**src/rtl/xlat_base_reg.sv**
```systemverilog
module xlat_base_reg #(
  parameter int XLEN = 64,
  parameter int PAGE_SHIFT = 12,
  localparam int PPN_W = (XLEN == 64) ? 38 : 22,
  localparam int MODE_W = (XLEN == 64) ? 3 : 1,
  localparam int ROOT_W = PPN_W + PAGE_SHIFT
) (
  input  logic              clk,
  input  logic              rst_n,
  input  logic              wr_en,
  input  logic [XLEN-1:0]   wr_data,
  input  logic [1:0]        priv,
  output logic [XLEN-1:0]   rd_data,
  output logic              xlat_on,
  output logic              mode_bad,
  output logic [2:0]        levels,
  output logic [3:0]        idx_bits,
  output logic [3:0]        pte_bytes,
  output logic [ROOT_W-1:0] root_base
);
  localparam int GAP_W = XLEN - MODE_W - PPN_W;

  logic [MODE_W-1:0] mode_q;
  logic [PPN_W-1:0]  ppn_q;
  logic [MODE_W-1:0] wr_mode;
  logic              wr_ok;
  logic [2:0]        mode_code;

  assign wr_mode = wr_data[XLEN-1 -: MODE_W];

  generate
    if (XLEN == 64) begin : g_w64
      assign wr_ok = (wr_mode == '0) || wr_mode[MODE_W-1];
      assign mode_code = mode_q;
    end else begin : g_w32
      assign wr_ok = 1'b1;
      assign mode_code = {2'b00, mode_q};
    end
  endgenerate

  always_ff @(posedge clk) begin
    if (!rst_n) begin
      mode_q <= '0;
      ppn_q  <= '0;
    end else if (wr_en && wr_ok) begin
      mode_q <= wr_mode;
      ppn_q  <= wr_data[PPN_W-1:0];
    end
  end

  assign rd_data = {mode_q, {GAP_W{1'b0}}, ppn_q};

  always_comb begin
    levels    = 3'd0;
    idx_bits  = 4'd0;
    pte_bytes = 4'd0;
    mode_bad  = 1'b0;
    if (priv == 2'd2) begin
      mode_bad = 1'b1;
    end else if (priv != 2'd3) begin
      case (mode_code)
        3'd0: ;
        3'd1: begin
          if (XLEN == 32) begin
            levels = 3'd2; idx_bits = 4'd10; pte_bytes = 4'd4;
          end else mode_bad = 1'b1;
        end
        3'd4, 3'd5, 3'd6, 3'd7: begin
          if (XLEN == 64) begin
            levels = mode_code - 3'd1; idx_bits = 4'd9; pte_bytes = 4'd8;
          end else mode_bad = 1'b1;
        end
        default: mode_bad = 1'b1;
      endcase
    end
  end

  assign xlat_on   = (levels != 3'd0);
  assign root_base = xlat_on ? {ppn_q, {PAGE_SHIFT{1'b0}}} : '0;
endmodule

```
**config.mk**
```make
export PLATFORM = sky130hd
export DESIGN_NAME = xlat_base_reg
export DESIGN_NICKNAME = d
export VERILOG_FILES = /design/src/rtl/xlat_base_reg.sv
export SDC_FILE = /design/constraint.sdc
export NUM_CORES = 1
export LEC_CHECK = 0
export BUFFER_PORTS_ARGS = -buffer_cell sky130_fd_sc_hd__buf_2
export CELL_PAD_IN_SITES_DETAIL_PLACEMENT = 1
export CELL_PAD_IN_SITES_GLOBAL_PLACEMENT = 1
export CORE_ASPECT_RATIO = 0.6
export CORE_UTILIZATION = 23
export DETAILED_ROUTE_END_ITERATION = 6
export PLACE_DENSITY_LB_ADDON = 0.1
export REMOVE_ABC_BUFFERS = 1
export SLEW_MARGIN = 20
export SYNTH_ARGS = -nofsm -noshare
export SYNTH_HDL_FRONTEND = slang
export SYNTH_SLANG_ARGS = --single-unit
```
**constraint.sdc**
```tcl
create_clock -name clk -period 2 [get_ports clk]
set_input_delay 0.2 -clock clk [delete_from_list [all_inputs] [get_ports clk]]
set_output_delay 0.2 -clock clk [all_outputs]
set_load 0.02 [all_outputs]
```
==> results.sh, run 1 <==
export IMPL_max_cap_violations=0
export IMPL_cts_tree="done"
export IMPL_crit_family="simple AND/OR/NAND/NOR gates"
export IMPL_crit_path_frequent_cell="buf_6"
export IMPL_synth_top_family_by_area="simple AND/OR/NAND/NOR gates"
export IMPL_die_w_um=133
export IMPL_critPathMaxFanout=5
export IMPL_cpPeakStageDelay_ns=0.45
export IMPL_fillers=1206
export IMPL_rsz0062_at_grt="yes"
export IMPL_postLayoutCellArea_um2=3790
export IMPL_synth_fa_ha_area_frac=0.0264
export IMPL_crit_chain="buf_6, ha_4, or3_4, o311a_4, and2_4, buf_6"
export IMPL_dpl_cell_area_um2=3030
export IMPL_crit_buf_inv=2
export IMPL_synth_commonest_cells="80 x nand2_1, 42 x buf_4, 41 x dfxtp_1"
export IMPL_synth_cell_types=23
export IMPL_synthCells=284
export IMPL_initialDrtViolationCount=62
export IMPL_synth_most_common_cell="nand2_1"
export IMPL_clock_latency_ns=0.28
export IMPL_slew_violations=0
export IMPL_finalClockSkew_ns=0
export IMPL_drt_wl_total_um=8570
export IMPL_setup_viol=45
export IMPL_yosysWarnings=0
export IMPL_final_cells=558
export IMPL_cp_required_ns=1.80
export IMPL_cts_hold_buffers=0
export IMPL_grt_remaining_overflow=0
export IMPL_ff_latch_area_um2=828
export IMPL_synthXorXnorAreaFrac=0
export IMPL_dp_cells=539
export IMPL_synth_compound_area_frac=0.0311
export IMPL_dieHeight_um=80.6
export IMPL_synth_area_um2=2370
export IMPL_synth_ff_type="dfxtp_1"
export IMPL_setup_slack_ns=-0.258
export IMPL_wl_per_cell_um=15.4
export IMPL_grt_pass1_vias=2197
export IMPL_vias=2315
export IMPL_period_minus_slack_ns=2.26
export IMPL_cp_start_kind="register"
export IMPL_synth_mux_area_frac=0.160
export IMPL_ir_worst_vdd_mv=0.262
export IMPL_cts_sinks=41
export IMPL_status="finished, violations left"
export IMPL_final_nets=497
export IMPL_gp_congestion=0.697
export IMPL_root_buffer="clkbuf_16"
export IMPL_start_util=0.238
export IMPL_worst_setup_path_type="reg2out"
export IMPL_grt_pass1_wl_um=12900
export IMPL_multi_input_area_um2=1580
export IMPL_p_per_area_nw_per_um2=597
export IMPL_syn_avg_cell_area_um2=8.35
export IMPL_grt_use_met2=0.242
export IMPL_use_met3=0.0486
export IMPL_synth_top_area_frac=0.346
export IMPL_drive_gt1_frac=0.506
export IMPL_viasPerCell=4.15
export IMPL_drc=0
export IMPL_min_delay_path_class="in2reg"
export IMPL_fin_util=0.381
export IMPL_violations="negative setup slack"
export IMPL_endpoint_kind="primary output"
export IMPL_fmax_mhz=443
export IMPL_clockBufferDepth=2
export IMPL_antenna_found_initial=0
export IMPL_htree_num_levels=2
export IMPL_diodes=0
export IMPL_ys_seq_area_frac=0.346
export IMPL_cp_slowest_cell="o311a_4"
export IMPL_ant_nets=0
export IMPL_synthTopCellsByArea="dfxtp_1 35%, mux2i_1 16%, buf_4 13%"
export IMPL_ys_async_sr_fraction=0
export IMPL_clk_pin_slew_worst_paths_ns=0.06
export IMPL_die_area_um2=10700
export IMPL_drt_pass1_iter_count=4
export IMPL_grt_use_met1=0.225
export IMPL_ys_ff_latch=41
export IMPL_fin_crit_sh=1.13
export IMPL_power_leakage_nw=1.87
export IMPL_row_count=28
export IMPL_io_pins=196
export IMPL_hpwl_um=4850
export IMPL_synth_edf_count=0
export IMPL_grt_util_all_layers=0.162
export IMPL_finalHoldViolCount=0
export IMPL_cts_inserted_buffers=5
export IMPL_core_area_um2=9950
export IMPL_grt_max_degree=64
export IMPL_synthSimpleGateAreaFrac=0.260
export IMPL_synth_top_area_cell="dfxtp_1"
export IMPL_cp_arrival_ns=2.06
export IMPL_portBuffers=132
export IMPL_area_growth_syn_to_layout_pct=60.0
export IMPL_dpl_worst_slack_ns=-0.0965
export IMPL_busiest_layer="met2"
==> what timing repair did <==
| item | CTS | global route |
|---|---|---|
| buffers inserted | 4 | 1 |
| hold endpoints to repair | 0 | 0 |
| pin swaps | 45 | 6 |
| gates cloned | 8 | 0 |
| resized for setup | 146 | 4 |
| setup endpoints to repair | 45 | 45 |
==> tightest hold or removal path, stage by stage <==
cell	delay (ns)
buf_2	0.10
nand2_1	0.04
mux2i_1	0.05
==> through the flow <==
stage          TNS, ns  total power [mW]  hold WS [ns]
6_report         -9.71              2.26         0.156
5_1_grt         -12.27              2.39         0.157
4_1_cts          -9.11              2.30         0.149
3_5_place_dp     -3.33              1.37         0.457
3_3_place_gp     -2.34              1.36         0.447
2_1_floorplan    -4.43              1.19         0.342
==> power by group <==
part	switching (mW)	leakage [nW]	internal, mW
clock	0.319	0.0700	0.490
combinational	0.342	1.46	0.204
sequential	0.0429	0.338	0.866
total	0.704	1.87	1.56
==> layout by cell type, fill, tap and decap left out <==
master,synthesis,final
buf_12,0,1
a21boi_0,1,1
ha_1,5,1
nor2_1,3,3
buf_6,2,46
buf_4,42,9
inv_4,0,1
nand2_1,80,80
a21oi_2,0,1
o21a_1,2,1
clkbuf_16,0,5
nor2b_4,0,1
conb_1,1,40
o21ai_4,0,1
buf_8,0,1
a21bo_2,1,1
buf_2,4,88
ha_4,0,2
ha_2,0,2
o21a_2,0,1
mux2i_1,38,38
nand4_1,2,2
and2_4,10,38
or3_4,1,2
o21ai_0,3,2
inv_2,0,2
clkbuf_8,0,1
o311a_4,1,8
nand3_4,0,1
and2_1,29,1
clkbuf_1,12,1
dfxtp_4,0,2
dfxtp_1,41,39
==> kinds of logic after synthesis <==
group	after synthesis
buffers and inverters	63
flip-flops	41
multiplexers	38
AND/OR/NAND/NOR	127
AO/OA/AOI/OAI	9
adder cells (fa/ha/maj)	5
other	1
==> registers in the layout, indices dropped and copies added (netlist names) <==
signal     count
ppn_q         38
mode_code      3
==> cell type report <==
cell class                 count  share of cell area
multi-input combinational    227               0.416
timing repair buffer         145               0.280
sequential                    41               0.218
tap                          135              0.0445
clock buffer                   7              0.0376
inverter                       3             0.00363
==> final timing paths <==
path                      from             to  slack [ns]  cells after the start
hold reg to reg       ppn_q[2]       ppn_q[2]        0.47                      2
setup reg to reg  mode_code[0]   mode_code[0]        1.16                      4
setup / recovery  mode_code[1]  root_base[46]       -0.26                      6
hold / removal      wr_data[2]       ppn_q[2]        0.16                      3
==> layer usage <==
metal / up-vias / part of all wire
met5: - / 0
met1: 1103 / 0.50
met2: 91 / 0.43
met3: 6 / 0.067
li1: 1115 / -
met4: 0 / 0.0056
Note: power is estimated with default switching activity, not from simulation.
==> run 2: changes to the inputs <==
--- a/config.mk
+++ b/config.mk
@@ -8,7 +8,7 @@
 export BUFFER_PORTS_ARGS = -buffer_cell sky130_fd_sc_hd__buf_2
 export CELL_PAD_IN_SITES_DETAIL_PLACEMENT = 1
 export CELL_PAD_IN_SITES_GLOBAL_PLACEMENT = 1
-export CORE_ASPECT_RATIO = 0.6
+export CORE_ASPECT_RATIO = 0.7
 export CORE_UTILIZATION = 23
 export DETAILED_ROUTE_END_ITERATION = 6
 export PLACE_DENSITY_LB_ADDON = 0.1
==> results.sh, run 2 (synthesis gave the netlist of run 1 again) <==
export IMPL_start_util=0.241
export IMPL_fin_setup_tns_ns=-9.01
export IMPL_cts_hold_buffers=0
export IMPL_cts_sinks=41
export IMPL_grt_max_degree=82
export IMPL_ir_worst_vdd_mv=0.290
export IMPL_slew_violations=0
export IMPL_portBuffers=132
export IMPL_final_cells=552
export IMPL_die_w_um=123
export IMPL_die_area_um2=10700
export IMPL_period_minus_slack_ns=2.27
export IMPL_cts_tree="done"
export IMPL_worst_setup_path_type="reg2out"
export IMPL_vias=2277
export IMPL_min_delay_path_class="in2reg"
export IMPL_drive_gt1_frac=0.487
export IMPL_p_clk_frac=0.350
export IMPL_cp_start_kind="register"
export IMPL_p_per_area_nw_per_um2=601
export IMPL_max_cap_violations=0
export IMPL_ant_nets=0
export IMPL_endpoint_kind="primary output"
export IMPL_cp_arrival_ns=2.07
export IMPL_wl_per_cell_um=14.9
export IMPL_drt_wl_total_um=8230
export IMPL_hpwl_um=4740
export IMPL_power_switching_share=0.312
export IMPL_io_pins=196
export IMPL_pwr_share_seq=0.410
export IMPL_violations="negative setup slack"
export IMPL_cts_inserted_buffers=5
export IMPL_grt_pass1_vias=2054
export IMPL_area_growth_syn_to_layout_pct=55.1
export IMPL_reg2reg_from="mode_code[0]"
export IMPL_fillers=1189
export IMPL_antenna_found_initial=0
export IMPL_core_area_um2=9830
export IMPL_intPower_mw=1.52
export IMPL_finalHoldViolCount=0
export IMPL_grt_pass1_wl_um=11300
export IMPL_p_sw_uw=688
export IMPL_drt_pass1_iter_count=4
export IMPL_root_buffer="clkbuf_16"
export IMPL_drc=0
export IMPL_final_cell_mix="98 x buf_2, 80 x nand2_1, 40 x conb_1, 39 x dfxtp_1"
export IMPL_grt_util_all_layers=0.143
export IMPL_cp_required_ns=1.80
export IMPL_dpl_worst_slack_ns=-0.105
export IMPL_clock_latency_ns=0.28
export IMPL_fmax_mhz=441
export IMPL_largest_reg_flops=38
export IMPL_htree_num_levels=2
export IMPL_hold_ws_ns=0.161
export IMPL_clk_pin_slew_worst_paths_ns=0.06
export IMPL_startpoint="mode_code[0]"
export IMPL_comb_power_share=0.240
export IMPL_finalClockSkew_ns=0
export IMPL_row_count=30
export IMPL_gp_congestion=0.670
export IMPL_hp_start="wr_data[11]"
export IMPL_initialDrtViolationCount=51
export IMPL_dieHeight_um=87.0
export IMPL_grt_remaining_overflow=0
export IMPL_viasPerCell=4.13
export IMPL_setup_viol=45
export IMPL_final_common_cell="buf_2"
export IMPL_status="finished, violations left"
export IMPL_fin_crit_sh=1.14
export IMPL_dp_cells=532
export IMPL_clockBufferDepth=2
export IMPL_top_register="ppn_q"
export IMPL_rsz0062_at_grt="yes"
export IMPL_final_nets=496
export IMPL_power_leakage_nw=1.84
export IMPL_critPathMaxFanout=5
export IMPL_setup_slack_ns=-0.270
==> run 2: cell count changes in the layout (fill, tap and decap cells not counted), sizes merged <==
cell,before,now
buf,145,144
diode,0,1
clkinv,0,2
clkbuf,7,6
==> run 2: routing by layer <==
layer	global-route usage	vias up	wire length, µm
met5	0	-	0
met4	0.0263	0	36
met3	0.0380	4	527
met2	0.220	92	3650
met1	0.199	1062	4010
li1	-	1119	-
==> run 2: final cells by class <==
| class | count | area (µm²) | area share |
|---|---|---|---|
| Tap cell | 128 | 160 | 0.0436 |
| Clock inverter | 2 | 10.0 | 0.00272 |
| Timing Repair Buffer | 144 | 991 | 0.269 |
| Antenna cell | 1 | 2.50 | 0.000681 |
| Sequential cell | 41 | 826 | 0.225 |
| Multi-Input combinational cell | 227 | 1550 | 0.421 |
| Inverter | 3 | 11.3 | 0.00306 |
| Clock buffer | 6 | 129 | 0.0350 |
==> run 2: worst max-delay path: stages, from the launching register on <==
cell	delay, ns
dfxtp_4	0.35
buf_6	0.12
ha_4	0.15
or3_4	0.42
o311a_4	0.47
and2_4	0.16
buf_6	0.12
==> run 2: power groups by stage <==
| stage | Combinational (mW) | Clock, mW | Sequential, mW |
|---|---|---|---|
| after floorplan | 0.212 | 0 | 0.976 |
| after global placement | 0.440 | 0 | 0.920 |
| after detailed placement | 0.447 | 0 | 0.922 |
| after CTS | 0.506 | 0.801 | 0.907 |
| after global routing | 0.575 | 0.838 | 0.915 |
| final | 0.530 | 0.773 | 0.906 |
==> run 2: path summary, 6_finish.rpt <==
kind	end	slack [ns]	depth (start not counted)
hold / removal	ppn_q[11]	0.16	3
hold reg to reg	ppn_q[21]	0.47	2
setup reg to reg	mode_code[0]	1.14	4
setup / recovery	root_base[20]	-0.27	6
==> run 2: per-stage QoR <==
stage	power (mW)	cell area, µm²	util
after floorplan	1.19	2110	-
after global placement	1.36	3020	0.307
after detailed placement	1.37	3020	0.307
after CTS	2.21	3480	0.354
after global routing	2.33	3670	0.374
final	2.21	3680	0.374
==> run 2: repair_timing <==
item                                    in CTS  in global routing
endpoints found under the setup margin      45                 45
cloned                                       5                  3
pin swaps                                   24                 19
buffers inserted                             2                  1
gates resized for setup                     70                 49
